File: src/rtl/hdr_pkg.sv
package hdr_pkg;
  localparam int CODE_W  = 12;
  localparam int OUT_W   = 23;
  localparam int N_EXP   = 4;
  localparam int TAG_W   = $clog2(N_EXP);
  localparam int MAX_OUT = ((1 << CODE_W) - 1) * 1440;

  typedef enum logic [TAG_W-1:0] {
    EXP_LONG   = 2'd0,
    EXP_SHORT  = 2'd1,
    EXP_VSHORT = 2'd2,
    EXP_XSHORT = 2'd3
  } exp_tag_t;

  typedef logic [OUT_W-1:0] wide_t;

  // gain 10 = 8 + 2
  function automatic wide_t times10(input wide_t x);
    return (x << 3) + (x << 1);
  endfunction

  // gain 120 = 128 - 8
  function automatic wide_t times120(input wide_t x);
    return (x << 7) - (x << 3);
  endfunction

  // gain 1440 = 1024 + 256 + 128 + 32
  function automatic wide_t times1440(input wide_t x);
    return (x << 10) + (x << 8) + (x << 7) + (x << 5);
  endfunction
endpackage

File: src/rtl/hdr_scaler.sv
module hdr_scaler
  import hdr_pkg::*;
(
  input  logic                    clk,
  input  logic                    rst_n,
  input  logic [CODE_W-1:0]       code,
  output logic [N_EXP-1:0][OUT_W-1:0] prod
);
  wide_t ext;
  assign ext = wide_t'(code);

  for (genvar g = 0; g < N_EXP; g++) begin : g_gain
    if (g == 0) begin : g_unit
      assign prod[g] = ext;
    end else if (g == 1) begin : g_x10
      assign prod[g] = times10(ext);
    end else if (g == 2) begin : g_x120
      assign prod[g] = times120(ext);
    end else begin : g_x1440
      assign prod[g] = times1440(ext);
    end
  end

  // shorter exposures always carry a strictly larger gain
  gain_order_chk: assert property (@(posedge clk) disable iff (!rst_n)
    (code != '0) |-> (prod[3] > prod[2]) && (prod[2] > prod[1]) && (prod[1] > prod[0]));
endmodule

File: src/rtl/hdr_seq.sv
module hdr_seq
  import hdr_pkg::*;
(
  input  logic             clk,
  input  logic             rst_n,
  input  logic             in_valid,
  input  logic [TAG_W-1:0] in_tag,
  output logic             take,
  output logic             bad,
  output logic             finish
);
  logic [TAG_W-1:0] exp_next;

  assign bad    = in_valid && (in_tag != exp_next);
  assign take   = in_valid && ((in_tag == exp_next) || (in_tag == EXP_LONG));
  assign finish = take && !bad && (in_tag == EXP_XSHORT);

  always_ff @(posedge clk) begin
    if (!rst_n) begin
      exp_next <= EXP_LONG;
    end else if (in_valid) begin
      if (bad) begin
        exp_next <= (in_tag == EXP_LONG) ? EXP_SHORT : EXP_LONG;
      end else begin
        exp_next <= in_tag + 1'b1;
      end
    end
  end

  // an out-of-order reading never completes a pixel
  bad_no_finish_chk: assert property (@(posedge clk) disable iff (!rst_n)
    bad |-> !finish);

  // after an error the next expected tag is 0 or 1
  restart_tag_chk: assert property (@(posedge clk) disable iff (!rst_n)
    bad |=> (exp_next == EXP_LONG) || (exp_next == EXP_SHORT));
endmodule

File: src/rtl/hdr_select.sv
module hdr_select
  import hdr_pkg::*;
(
  input  logic                        clk,
  input  logic                        rst_n,
  input  logic                        take,
  input  logic                        bad,
  input  logic                        finish,
  input  logic [TAG_W-1:0]            tag,
  input  logic [CODE_W-1:0]           code,
  input  logic [CODE_W-1:0]           thresh,
  input  logic [N_EXP-1:0][OUT_W-1:0] prod,
  output logic                        out_valid,
  output logic [OUT_W-1:0]            out_value,
  output logic                        out_err
);
  logic       sat;
  logic       found;
  wide_t      hold;
  wide_t      pick;

  assign sat  = (code >= thresh);
  assign pick = prod[tag];

  always_ff @(posedge clk) begin
    if (!rst_n) begin
      found     <= 1'b0;
      hold      <= '0;
      out_valid <= 1'b0;
      out_value <= '0;
      out_err   <= 1'b0;
    end else begin
      out_valid <= finish;
      out_err   <= bad;
      if (take) begin
        if (tag == EXP_LONG) begin
          found <= !sat;
          hold  <= pick;
        end else if (!found && !sat) begin
          found <= 1'b1;
          hold  <= pick;
        end
      end
      if (finish) begin
        out_value <= found ? hold : pick;
      end
    end
  end

  // result one cycle after the accepted shortest reading
  valid_latency_chk: assert property (@(posedge clk) disable iff (!rst_n)
    out_valid |-> $past(finish));

  // single-cycle pulse
  valid_pulse_chk: assert property (@(posedge clk) disable iff (!rst_n)
    out_valid |=> !out_valid);

  // error and result never in the same cycle
  err_excl_chk: assert property (@(posedge clk) disable iff (!rst_n)
    out_err |-> !out_valid);

  // merged value within the scaled code range
  no_overflow_chk: assert property (@(posedge clk) disable iff (!rst_n)
    out_valid |-> (out_value <= OUT_W'(MAX_OUT)));
endmodule

File: src/rtl/hdr_merge.sv
module hdr_merge
  import hdr_pkg::*;
(
  input  logic              clk,
  input  logic              rst_n,
  input  logic [CODE_W-1:0] sat_thresh,
  input  logic              in_valid,
  input  logic [TAG_W-1:0]  in_tag,
  input  logic [CODE_W-1:0] in_code,
  output logic              out_valid,
  output logic [OUT_W-1:0]  out_value,
  output logic              out_err
);
  logic                        take;
  logic                        bad;
  logic                        finish;
  logic [N_EXP-1:0][OUT_W-1:0] prod;

  hdr_seq i_seq (
    .clk(clk), .rst_n(rst_n), .in_valid(in_valid), .in_tag(in_tag),
    .take(take), .bad(bad), .finish(finish)
  );

  hdr_scaler i_scaler (
    .clk(clk), .rst_n(rst_n), .code(in_code), .prod(prod)
  );

  hdr_select i_select (
    .clk(clk), .rst_n(rst_n), .take(take), .bad(bad), .finish(finish),
    .tag(in_tag), .code(in_code), .thresh(sat_thresh), .prod(prod),
    .out_valid(out_valid), .out_value(out_value), .out_err(out_err)
  );

  // idle input cycles produce no output event
  idle_quiet_chk: assert property (@(posedge clk) disable iff (!rst_n)
    !in_valid |=> !out_valid && !out_err);
endmodule

File: config.mk
export PLATFORM = sky130hd
export DESIGN_NAME = hdr_merge
export DESIGN_NICKNAME = d
export VERILOG_FILES = /design/src/rtl/hdr_pkg.sv /design/src/rtl/hdr_scaler.sv /design/src/rtl/hdr_seq.sv /design/src/rtl/hdr_select.sv /design/src/rtl/hdr_merge.sv
export SDC_FILE = /design/constraint.sdc
export NUM_CORES = 1
export LEC_CHECK = 0
export BUFFER_PORTS_ARGS = -buffer_cell sky130_fd_sc_hd__buf_2
export CAP_MARGIN = 15
export CORE_MARGIN = 3
export CORE_UTILIZATION = 30
export CTS_BUF_LIST = sky130_fd_sc_hd__clkbuf_8
export DETAILED_ROUTE_END_ITERATION = 10
export PLACE_DENSITY = 0.57
export SETUP_SLACK_MARGIN = 0.15
export SLEW_MARGIN = 20
export SYNTH_ARGS = -nofsm -noshare
export SYNTH_HDL_FRONTEND = slang
export SYNTH_SLANG_ARGS = --single-unit
export TNS_END_PERCENT = 1
File: constraint.sdc
create_clock -name clk -period 7.5 [get_ports clk]
set_clock_uncertainty 0.05 [all_clocks]
set_input_delay 0.375 -clock clk [delete_from_list [all_inputs] [get_ports clk]]
set_output_delay 0.375 -clock clk [all_outputs]
set_load 0.02 [all_outputs]
==> results of run 1 <==
==> cells by family after synthesis <==
kind of cell	Yosys count
adders and majority gates	73
AOI/OAI and AO/OA	189
DFF	51
buffers and inverters	82
muxes	20
and+or+nand+nor	174
xor gates and xnor gates	26
==> cells in the final DEF (no fill, tap or decap), types with 9 or more instances in the layout <==
master / Yosys / final
fa_1: 20 / 20
nor2b_1: 13 / 13
dfxtp_1: 51 / 51
a21oi_1: 40 / 40
buf_2: 8 / 53
inv_1: 50 / 51
o211a_1: 9 / 9
o21ai_0: 38 / 38
nand3_1: 17 / 17
nand2_1: 70 / 70
xor2_1: 10 / 10
a21o_1: 9 / 9
ha_1: 53 / 53
xnor2_1: 16 / 16
a211oi_1: 12 / 12
mux2i_1: 18 / 18
nor2_1: 29 / 29
==> path summary, 6_finish.rpt <==
kind	startpoint	end
worst min-delay path	in_valid	i_select.out_err$_SDFF_PN0_
worst max-delay path	in_code[3]	i_select.out_value[21]$_SDFFE_PN0P_
worst max register to register	i_seq.exp_next[0]$_SDFFE_PN0P_	i_select.out_value[12]$_SDFFE_PN0P_
worst min register to register	i_select.out_value[10]$_SDFFE_PN0P_	i_select.out_value[10]$_SDFFE_PN0P_
==> final cells by class <==
class	count	area, sq um	area share
clock buffers	7	96.3	0.0173
clock inverters	1	3.75	0.000673
inverters	51	191	0.0343
multi-input cells	482	3710	0.665
flip-flops and latches	51	1020	0.183
well taps	220	275	0.0493
repair buffers	55	280	0.0502
==> state kept, by name (all words and copies together) (netlist names) <==
| name | count |
|---|---|
| i_select.found | 1 |
| i_select.hold | 23 |
| i_select.out_value | 23 |
| i_select.out_err | 1 |
| i_select.out_valid | 1 |
| i_seq.exp_next | 2 |
==> power by group through the flow <==
stage	combinational [uW]	sequential, uW	clock (uW)
after floorplan	335	299	0
after global placement	446	296	0
after detailed placement	446	296	0
after CTS	449	290	174
after global routing	502	291	185
final	448	290	171
==> layer usage <==
layer / share of wire / wire (um) / vias up / track usage
li1: - / - / 2280 / -
met1: 0.46 / 6580 / 2215 / 0.207
met2: 0.46 / 6630 / 93 / 0.248
met3: 0.039 / 563 / 27 / 0.0192
met4: 0.040 / 569 / 0 / 0.0566
met5: 0 / 0 / - / 0
==> through the flow <==
step	cells	utilization	hold WS, ns	area (sq um)
2_1_floorplan	615	-	0.381	5100
3_3_place_gp	859	0.329	0.394	5480
3_5_place_dp	859	0.329	0.397	5480
4_1_cts	867	0.335	0.358	5580
5_1_grt	867	0.335	0.356	5580
6_report	867	0.335	0.369	5580
==> summary.md, run 1 <==
| Metric | Value |
|---|---|
| Syn_area_per_cell | `8.30 sq um` |
| Sw frac | `0.401` |
| Clock power share | `0.188` |
| Setup TNS | `0 ns` |
| Iter 0 DRT Violations | `416` |
| Synth Area in Compound Gates | `0.267` |
| DPL Wire Length | `11,100 um` |
| Drt wl/cell | `16.5 um` |
| Worst Hold Depth | `2` |
| Crit-path cells | `buf_2 > inv_1 > fa_1 > inv_1 > fa_1 > inv_1 > fa_1 > nor2b_1 > o31a_1 > a41oi_2 > o21ai_0 > mux2_2 > a221oi_2 > nor2_1` |
| Top post-synthesis cells by area | `dfxtp_1 20%, ha_1 13%, fa_1 7.8%` |
| Vias | `4,615` |
| Combinational Power Share | `0.493` |
| Final Hold Fails | `0` |
| CP bufs+invs | `4` |
| Cells on worst reg2reg path | `6` |
| Final worst setup slack | `3.79 ns` |
| Power density over the cells | `163 mW/mm^2` |
| Period utilization | `0.495` |
| Root Driver | `clkbuf_8` |
| Reg2reg setup slack | `4.98 ns` |
| Area leader, netlist | `dfxtp_1` |
| CP delay by family, top | `adder cells` |
| CTS H-tree depth | `2` |
| DRT Pass-1 Iters | `5` |
| Synth Area in Adders | `0.208` |
| Die area | `0.0186 sq mm` |
| Simple-gate share of the synthesized area | `0.165` |
| ANT nets after route | `0` |
| Cells after synthesis | `615` |
| Slew HR | `0.418` |
| Post-Route WL | `14,300 um` |
| Seq pwr share | `0.319` |
| Synth async-reset ratio | `0` |
| Sw power | `364 uW` |
| Share of cells above drive strength 1 | `0.128` |
| Register bit total from synthesis | `51` |
| Routability cong. | `0.896` |
| CP Depth | `14` |
| Routed vias/inst | `5.32` |
| Crit end category | `register` |
| Post-layout min period | `3.71 ns` |
| Skew-Pair Late Insertion Delay | `0.29 ns` |
| CTS tree | `built` |
| Slowest cell on the critical path | `fa_1` |
| Fill count | `1,752` |
| Total gr overflow | `0` |
| Tot Pwr | `908 uW` |
| Fmax | `269 MHz` |
| CTS max path bufs | `2` |
| Post-synth top area share | `0.200` |
| FP Rows | `47` |
| Worst setup SP type | `input port` |
| Critical Path Max Stage Delay | `0.54 ns` |
| Main synth FF type | `dfxtp_1` |
| Total CTS buffers | `5` |
| Worst-path fanout max | `10` |
| Area Growth Syn to Fin | `9.32%` |
| Initial Util | `0.307` |
| Worst-margin pin slew | `0.873 ns` |
| Worst EP arrival | `3.85 ns` |
| Vias in the first global route | `4,301` |
| Yosys cell types | `77` |
| First-pass GRT wire length | `22,600 um` |
| Worst IR drop on VDD | `0.0960 mV` |
| Core area | `0.0166 sq mm` |
| Finish-stage setup viols | `0` |
| Clock sinks | `51` |
| Initial antenna violation count | `0` |
| Largest net degree at the start of global routing | `58` |
| # port buffers | `53` |
| Die height | `136 um` |
| Synth top cells by count | `70 x nand2_1, 53 x ha_1, 51 x dfxtp_1` |
| Worst slack at placement | `3.47 ns` |
| Count leader, synth | `nand2_1` |
| Antenna diodes | `0` |
| Number of gates resized after cts | `0` |
| Critical Path RT | `7.64 ns` |
| Number of synthesized flops with an enable pin | `0` |
| Mapped Area | `0.00510 sq mm` |
| Mux contribution to synthesized area | `0.0419` |
| Worst hold-check path type | `input port to register` |
| Syn. warnings | `0` |
| Nets@finish | `748` |
| Worst Setup Path Type | `input port to register` |
| RSZ-0062 raised after global routing | `false` |
| # DRC | `0` |
| Post-CTS setup buffer count | `0` |
| Leakage power | `0.00248 uW` |
| Ports | `54` |
| Status | `complete, no violations` |
| Main combinational cell family by area after synthesis | `compound AO/OA/AOI/OAI gates` |
| GRT Util Overall | `0.152` |
| Max-slew violations | `0` |
| Syn_nets | `717` |
| Post-Synth XOR/XNOR Area | `0.0446` |
| Clock transition at the registers of the reported paths | `0.09 ns` |
| Sequential area share after synthesis | `0.200` |
| Maxcap violations | `0` |
| Pint | `544 uW` |
| Cts hold-fix bufs | `0` |
| Die Span X | `136 um` |
Note: power is estimated with default switching activity, not from simulation.
==> run 2: changes to the inputs <==
- clock period: 7.5 -> 3.63 ns (I/O delays scaled with it)
==> run 2 against run 1 <==
Cell count is 3.7% higher. Worst hold slack worse by 0.21 ns. Non-clock buffer count is 32 higher. Cell area is 4.6% higher. First-iteration DRC count is 7.7% lower.
==> summary.md, run 2 (synthesis results as in run 1) <==
| Metric | Value |
|---|---|
| Core area | `0.0166 sq mm` |
| Leakage power | `0.00265 uW` |
| Routability cong. | `0.896` |
| Clock power share | `0.187` |
| Placed cell area | `0.00573 sq mm` |
| Finish-stage setup viols | `0` |
| Slowest cell on the critical path | `fa_1` |
| Area Growth Syn to Fin | `14.4%` |
| RSZ-0062 raised after global routing | `false` |
| Cells on worst reg2reg path | `5` |
| Combinational Power Share | `0.504` |
| Ports | `54` |
| First-pass GRT wire length | `23,100 um` |
| DPL Wire Length | `11,300 um` |
| Status | `complete, no violations` |
| Routed vias/inst | `5.14` |
| Die height | `136 um` |
| Multi-input logic area | `0.00372 sq mm` |
| # DRC | `0` |
| Vias | `4,618` |
| Root Driver | `clkbuf_8` |
| Post-Route WL | `14,400 um` |
| ANT nets after route | `0` |
| Fill count | `1,777` |
| # port buffers | `53` |
| Critical Path Max Stage Delay | `0.52 ns` |
| Worst hold-check path type | `input port to register` |
| Worst-margin pin slew | `0.704 ns` |
| Reg area | `0.00102 sq mm` |
| Leading cell type in the layout, fill and taps excluded | `nand2_1` |
| Max-slew violations | `0` |
| FP Rows | `47` |
| Worst setup SP type | `input port` |
| Initial antenna violation count | `0` |
| Worst Setup Path Type | `input port to register` |
| Most frequent cells in the layout | `70 x nand2_1, 53 x ha_1, 53 x buf_2` |
| Seq pwr share | `0.309` |
| Clock sinks | `51` |
| DRT Pass-1 Iters | `5` |
| Pint | `1170 uW` |
| Final worst setup slack | `0.387 ns` |
| Drt wl/cell | `16.0 um` |
| Die Span X | `136 um` |
| Total CTS buffers | `5` |
| Final Hold Fails | `0` |
| GRT Util Overall | `0.156` |
| Share of cells above drive strength 1 | `0.171` |
| Sw power | `767 uW` |
| Power density over the cells | `331 mW/mm^2` |
| Largest regs | `i_select.hold: 23 flops, i_select.out_value: 23 flops, i_seq.exp_next: 2 flops` |
| Fin util | `0.351` |
| Clock transition at the registers of the reported paths | `0.09 ns` |
| Vias in the first global route | `4,505` |
| Largest net degree at the start of global routing | `43` |
| Fmax | `308 MHz` |
| Iter 0 DRT Violations | `384` |
| Post-layout min period | `3.24 ns` |
| Worst IR drop on VDD | `0.155 mV` |
| Worst-path fanout max | `6` |
| Skew-Pair Late Insertion Delay | `0.31 ns` |
| Slew HR | `0.531` |
| CTS tree | `built` |
| CTS max path bufs | `2` |
| Crit end category | `register` |
| Crit-path cells | `buf_2 > inv_1 > buf_4 > fa_1 > fa_1 > inv_1 > ha_1 > a2111oi_2 > o21ai_1 > a31oi_1 > nor4b_1 > nor3_1 > mux2i_1 > a21oi_1` |
| Post-layout instance area | `0.00584 sq mm` |
| Critical Path RT | `3.75 ns` |
| Nets@finish | `780` |
| Maxcap violations | `0` |
| Total gr overflow | `0` |
| Period utilization | `0.893` |
| Worst Hold Depth | `2` |
| Sw frac | `0.397` |
| Die area | `0.0186 sq mm` |
| Antenna diodes | `0` |
| CTS H-tree depth | `2` |
| Worst slack at placement | `-0.173 ns` |
| Initial Util | `0.307` |
| Worst EP arrival | `3.36 ns` |
[run 2: changes by cell type in the layout (fill, tap and decap cells not counted), sizes merged]
cell,previous run,this run
buf,55,87
[run 2: worst max-delay path: cells and delay by family]
family,cells,cell delay (ns)
AO/OA/AOI/OAI,4,0.97
AND/OR/NAND/NOR,2,0.40
buffers and inverters,4,0.38
adder cells (fa/ha/maj),3,1.29
multiplexers,1,0.14
[run 2: area by class of cell]
type	instances	share of cell area
Tap cell	220	0.0472
Sequential cell	51	0.175
Inverter	51	0.0328
Timing Repair Buffer	87	0.0913
Clock inverter	1	0.000643
Clock buffer	7	0.0165
Multi-Input combinational cell	482	0.637
[run 2: repair_timing]
action                                  in CTS  in global routing
hold buffers                                 0                  0
endpoints found under the setup margin       0                  2
setup buffers                                0                  0
gates resized for setup                      0                  2
[run 2: worst paths after layout]
check / startpoint / endpoint / slack [ns]
worst max-delay path: in_code[3] / i_select.out_value[22]$_SDFFE_PN0P_ / 0.39
worst min-delay path: in_valid / i_seq.exp_next[0]$_SDFFE_PN0P_ / 0.16
worst max register to register: i_seq.exp_next[0]$_SDFFE_PN0P_ / i_select.out_value[0]$_SDFFE_PN0P_ / 1.57
worst min register to register: i_select.hold[20]$_SDFFE_PN0P_ / i_select.hold[20]$_SDFFE_PN0P_ / 0.41
[run 2: per-stage QoR]
step | std cells | hold slack, ns | total power [uW] | TNS (ns)
after CTS | 899 | 0.150 | 1950 | 0
after floorplan | 615 | 0.278 | 1310 | 0
final | 899 | 0.162 | 1930 | 0
after global routing | 899 | 0.162 | 2100 | 0
after detailed placement | 891 | 0.408 | 1580 | -0.330
after global placement | 891 | 0.396 | 1580 | -0.201
[run 2: metal layers]
layer / vias to the layer above / GRT usage / part of all wire / wire, um
li1: 2353 / - / - / -
met2: 110 / 0.257 / 0.46 / 6630
met3: 18 / 0.0196 / 0.043 / 627
met1: 2137 / 0.214 / 0.47 / 6840
met5: - / 0 / 0 / 0
met4: 0 / 0.0420 / 0.023 / 326
[run 2: power groups by stage]
| stage | registers (uW) | clock network (uW) | logic [uW] |
|---|---|---|---|
| after floorplan | 618 | 0 | 693 |
| after global placement | 610 | 0 | 970 |
| after detailed placement | 611 | 0 | 969 |
| after CTS | 598 | 374 | 976 |
| after global routing | 601 | 397 | 1100 |
| final | 598 | 361 | 974 |
==> run 3: changes to the inputs <==
- CORE_ASPECT_RATIO: default -> 1.4
- SYNTH_HIERARCHICAL: default -> 1
==> run 3 against run 2 <==
Non-clock buffer count up 19. Sequential power up 2%. Setup slack worse by 0.19 ns. Largest power group unchanged. Die area up 12%. Highest routed layer is now met5. Clock power up 3%.
==> summary.md, run 3 <==
| Metric | Value |
|---|---|
| Vias | `4,686` |
| Drt wl/cell | `14.4 um` |
| Cells on worst reg2reg path | `8` |
| Fmax | `291 MHz` |
| Top post-synthesis cells by area | `dfxtp_1 18%, ha_1 11%, mux2i_1 8.1%` |
| Maxcap violations | `0` |
| Min-Delay Endpoint | `i_seq/exp_next[1]$_SDFFE_PN0P_` |
| Area leader, netlist | `dfxtp_1` |
| Placed Cells incl. Taps | `963` |
| First-pass GRT wire length | `22,200 um` |
| Total gr overflow | `0` |
| Iter 0 DRT Violations | `299` |
| Fill count | `1,961` |
| Clock sinks | `51` |
| Final worst setup slack | `0.195 ns` |
| Ports | `54` |
| Total CTS buffers | `5` |
| Clock transition at the registers of the reported paths | `0.09 ns` |
| Seq pwr share | `0.269` |
| Die height | `169 um` |
| CTS max path bufs | `2` |
| Sw power | `870 uW` |
| Slew HR | `0.317` |
| Most frequent cells in the layout | `64 x a21oi_1, 51 x buf_4, 51 x dfxtp_1` |
| Yosys cell types | `64` |
| Worst-path fanout max | `4` |
| Crit end category | `register` |
| Setup TNS | `0 ns` |
| Period utilization | `0.946` |
| Synth async-reset ratio | `0` |
| Register bit total from synthesis | `51` |
| Worst EP arrival | `3.58 ns` |
| Met3 usage | `0.0117` |
| Finished Layout Cells | `974` |
| Syn_area_per_cell | `8.59 sq um` |
| Post-layout min period | `3.44 ns` |
| Worst hold-check path type | `input port to register` |
| DRT Pass-1 Iters | `4` |
| Syn. warnings | `6` |
| Hold_sp | `in_valid` |
| Skew-Pair Late Insertion Delay | `0.30 ns` |
| Combinational Power Share | `0.568` |
| Post-synth top area share | `0.179` |
| Leakage power | `0.00316 uW` |
| Worst Setup Path Type | `input port to register` |
| Number of synthesized flops with an enable pin | `0` |
| Core area | `0.0187 sq mm` |
| Critical Path RT | `3.77 ns` |
| Clock power share | `0.164` |
| Worst reg2reg path startpoint | `i_seq/exp_next[0]$_SDFFE_PN0P_` |
| GRT Util Overall | `0.133` |
| DPL Wire Length | `11,000 um` |
| Power density over the cells | `346 mW/mm^2` |
| Worst Hold Depth | `3` |
| Reg2reg setup slack | `1.06 ns` |
| Final Hold Fails | `0` |
| Mapped Area | `0.00571 sq mm` |
| Sw frac | `0.384` |
| Initial Util | `0.306` |
| Initial antenna violation count | `2` |
| Sequential area share after synthesis | `0.179` |
| Die area | `0.0208 sq mm` |
| Routed vias/inst | `4.81` |
| Grt met1 use | `0.160` |
| Worst IR drop on VDD | `0.193 mV` |
| Area Growth Syn to Fin | `14.6%` |
| Antenna diodes | `0` |
| Largest net degree at the start of global routing | `49` |
| Share of cells above drive strength 1 | `0.232` |
| Worst setup SP type | `input port` |
| Leading cell type in the layout, fill and taps excluded | `a21oi_1` |
| Die Span X | `123 um` |
| Main synth FF type | `dfxtp_1` |
| Finish-stage setup viols | `0` |
| Vias in the first global route | `4,464` |
| Most used routing layer | `met2` |
| # port buffers | `53` |
| Worst-margin pin slew | `1.02 ns` |
| Worst slack at placement | `-0.251 ns` |
| FP Rows | `59` |
| Max-slew violations | `0` |
| Routability cong. | `0.855` |
| Largest regs | `i_select/hold: 23 flops, i_select/out_value: 23 flops, i_seq/exp_next: 2 flops` |
| Nets@finish | `830` |
| CTS H-tree depth | `2` |
| Synth top cells by count | `70 x a21oi_1, 53 x inv_1, 52 x ha_1` |
| Status | `complete, no violations` |
| Cells after synthesis | `665` |
| ANT nets after route | `0` |
| Worst reg2reg path endpoint | `i_select/hold[12]$_SDFFE_PN0P_` |
| Post-Route WL | `14,000 um` |
| Met2 global-route usage | `0.237` |
| Pint | `1400 uW` |
| RSZ-0062 raised after global routing | `true` |
| CTS tree | `built` |
| Count leader, synth | `a21oi_1` |
| # DRC | `0` |
| Root Driver | `clkbuf_8` |
| Hold slack | `0.132 ns` |
## run 3: changes by cell type in the layout (fill, tap and decap cells not counted), sizes merged, moves of 11 or more
cell	delta
a21oi	+30
mux2i	+28
conb	+27
nand2	-20
buf	+19
mux4	+12
nand3	-12
o21a	+11
## run 3: critical path: stages
cell	delay, ns
buf_4	0.10
inv_4	0.05
buf_4	0.13
fa_2	0.52
inv_1	0.04
ha_1	0.29
ha_2	0.20
buf_4	0.13
a211o_1	0.35
a2111oi_4	0.43
o311ai_2	0.13
a21oi_2	0.20
xnor2_1	0.10
mux2_1	0.29
a21oi_1	0.18
nor2_1	0.06
a21oi_1	0.12
a21oi_1	0.07
## run 3: cell type report
| cell class | count | area, sq um | area share |
|---|---|---|---|
| tap | 244 | 305 | 0.0466 |
| clock buffer | 7 | 96.3 | 0.0147 |
| clock inverter | 1 | 7.51 | 0.00115 |
| sequential | 51 | 1020 | 0.156 |
| multi-input combinational | 511 | 4190 | 0.641 |
| inverter | 54 | 211 | 0.0323 |
| timing repair buffer | 106 | 711 | 0.109 |
## run 3: worst max path at each step
stage	cells past startpoint	endpoint	startpoint	slack (ns)
after floorplan	15	i_select/out_value[20]$_SDFFE_PN0P_	in_code[2]	0.14
after global placement	16	i_select/out_value[22]$_SDFFE_PN0P_	in_code[2]	-0.24
after detailed placement	15	i_select/hold[18]$_SDFFE_PN0P_	in_code[2]	-0.25
after CTS	17	i_select/out_value[20]$_SDFFE_PN0P_	in_code[2]	0.13
after global routing	16	i_select/out_value[20]$_SDFFE_PN0P_	in_code[4]	0.03
final	18	i_select/out_value[18]$_SDFFE_PN0P_	in_code[2]	0.19
## run 3: power groups by stage
stage	Clock, uW	Combinational (uW)	Sequential, uW
after CTS	388	1220	609
after floorplan	0	876	630
after global placement	0	1200	621
final	371	1290	608
after global routing	409	1430	614
after detailed placement	0	1200	622
## run 3: cells by family (layout without fill, tap and decap cells)
logic type | after synthesis | count (layout) | share of synthesized area
other | 1 | 27 | 0.000657
flip-flops | 51 | 51 | 0.179
buffers and inverters | 129 | 168 | 0.121
multiplexers | 69 | 69 | 0.152
AO/OA/AOI/OAI | 167 | 167 | 0.190
adder cells (fa/ha/maj) | 72 | 72 | 0.184
AND/OR/NAND/NOR | 144 | 144 | 0.125
XOR/XNOR | 32 | 32 | 0.0491
## run 3: timing repair
action / in CTS / in global routing
setup buffers: 0 / 3
pin swaps: 0 / 23
hold buffers: 0 / 0
gates resized for setup: 2 / 32
endpoints found under the setup margin: 13 / 16
## run 3: layer usage
metal	vias to the layer above	share of wire
met4	2	0.034
li1	2384	-
met1	2187	0.43
met3	30	0.030
met5	-	0.00050
met2	83	0.51
## run 3: metrics by stage
step | cell area (sq um) | utilization | total power (uW)
global route | 6550 | 0.351 | 2450
CTS | 6400 | 0.343 | 2220
finish | 6550 | 0.351 | 2270
floorplan | 5810 | - | 1510
detailed placement | 6280 | 0.336 | 1830
global placement | 6280 | 0.336 | 1820
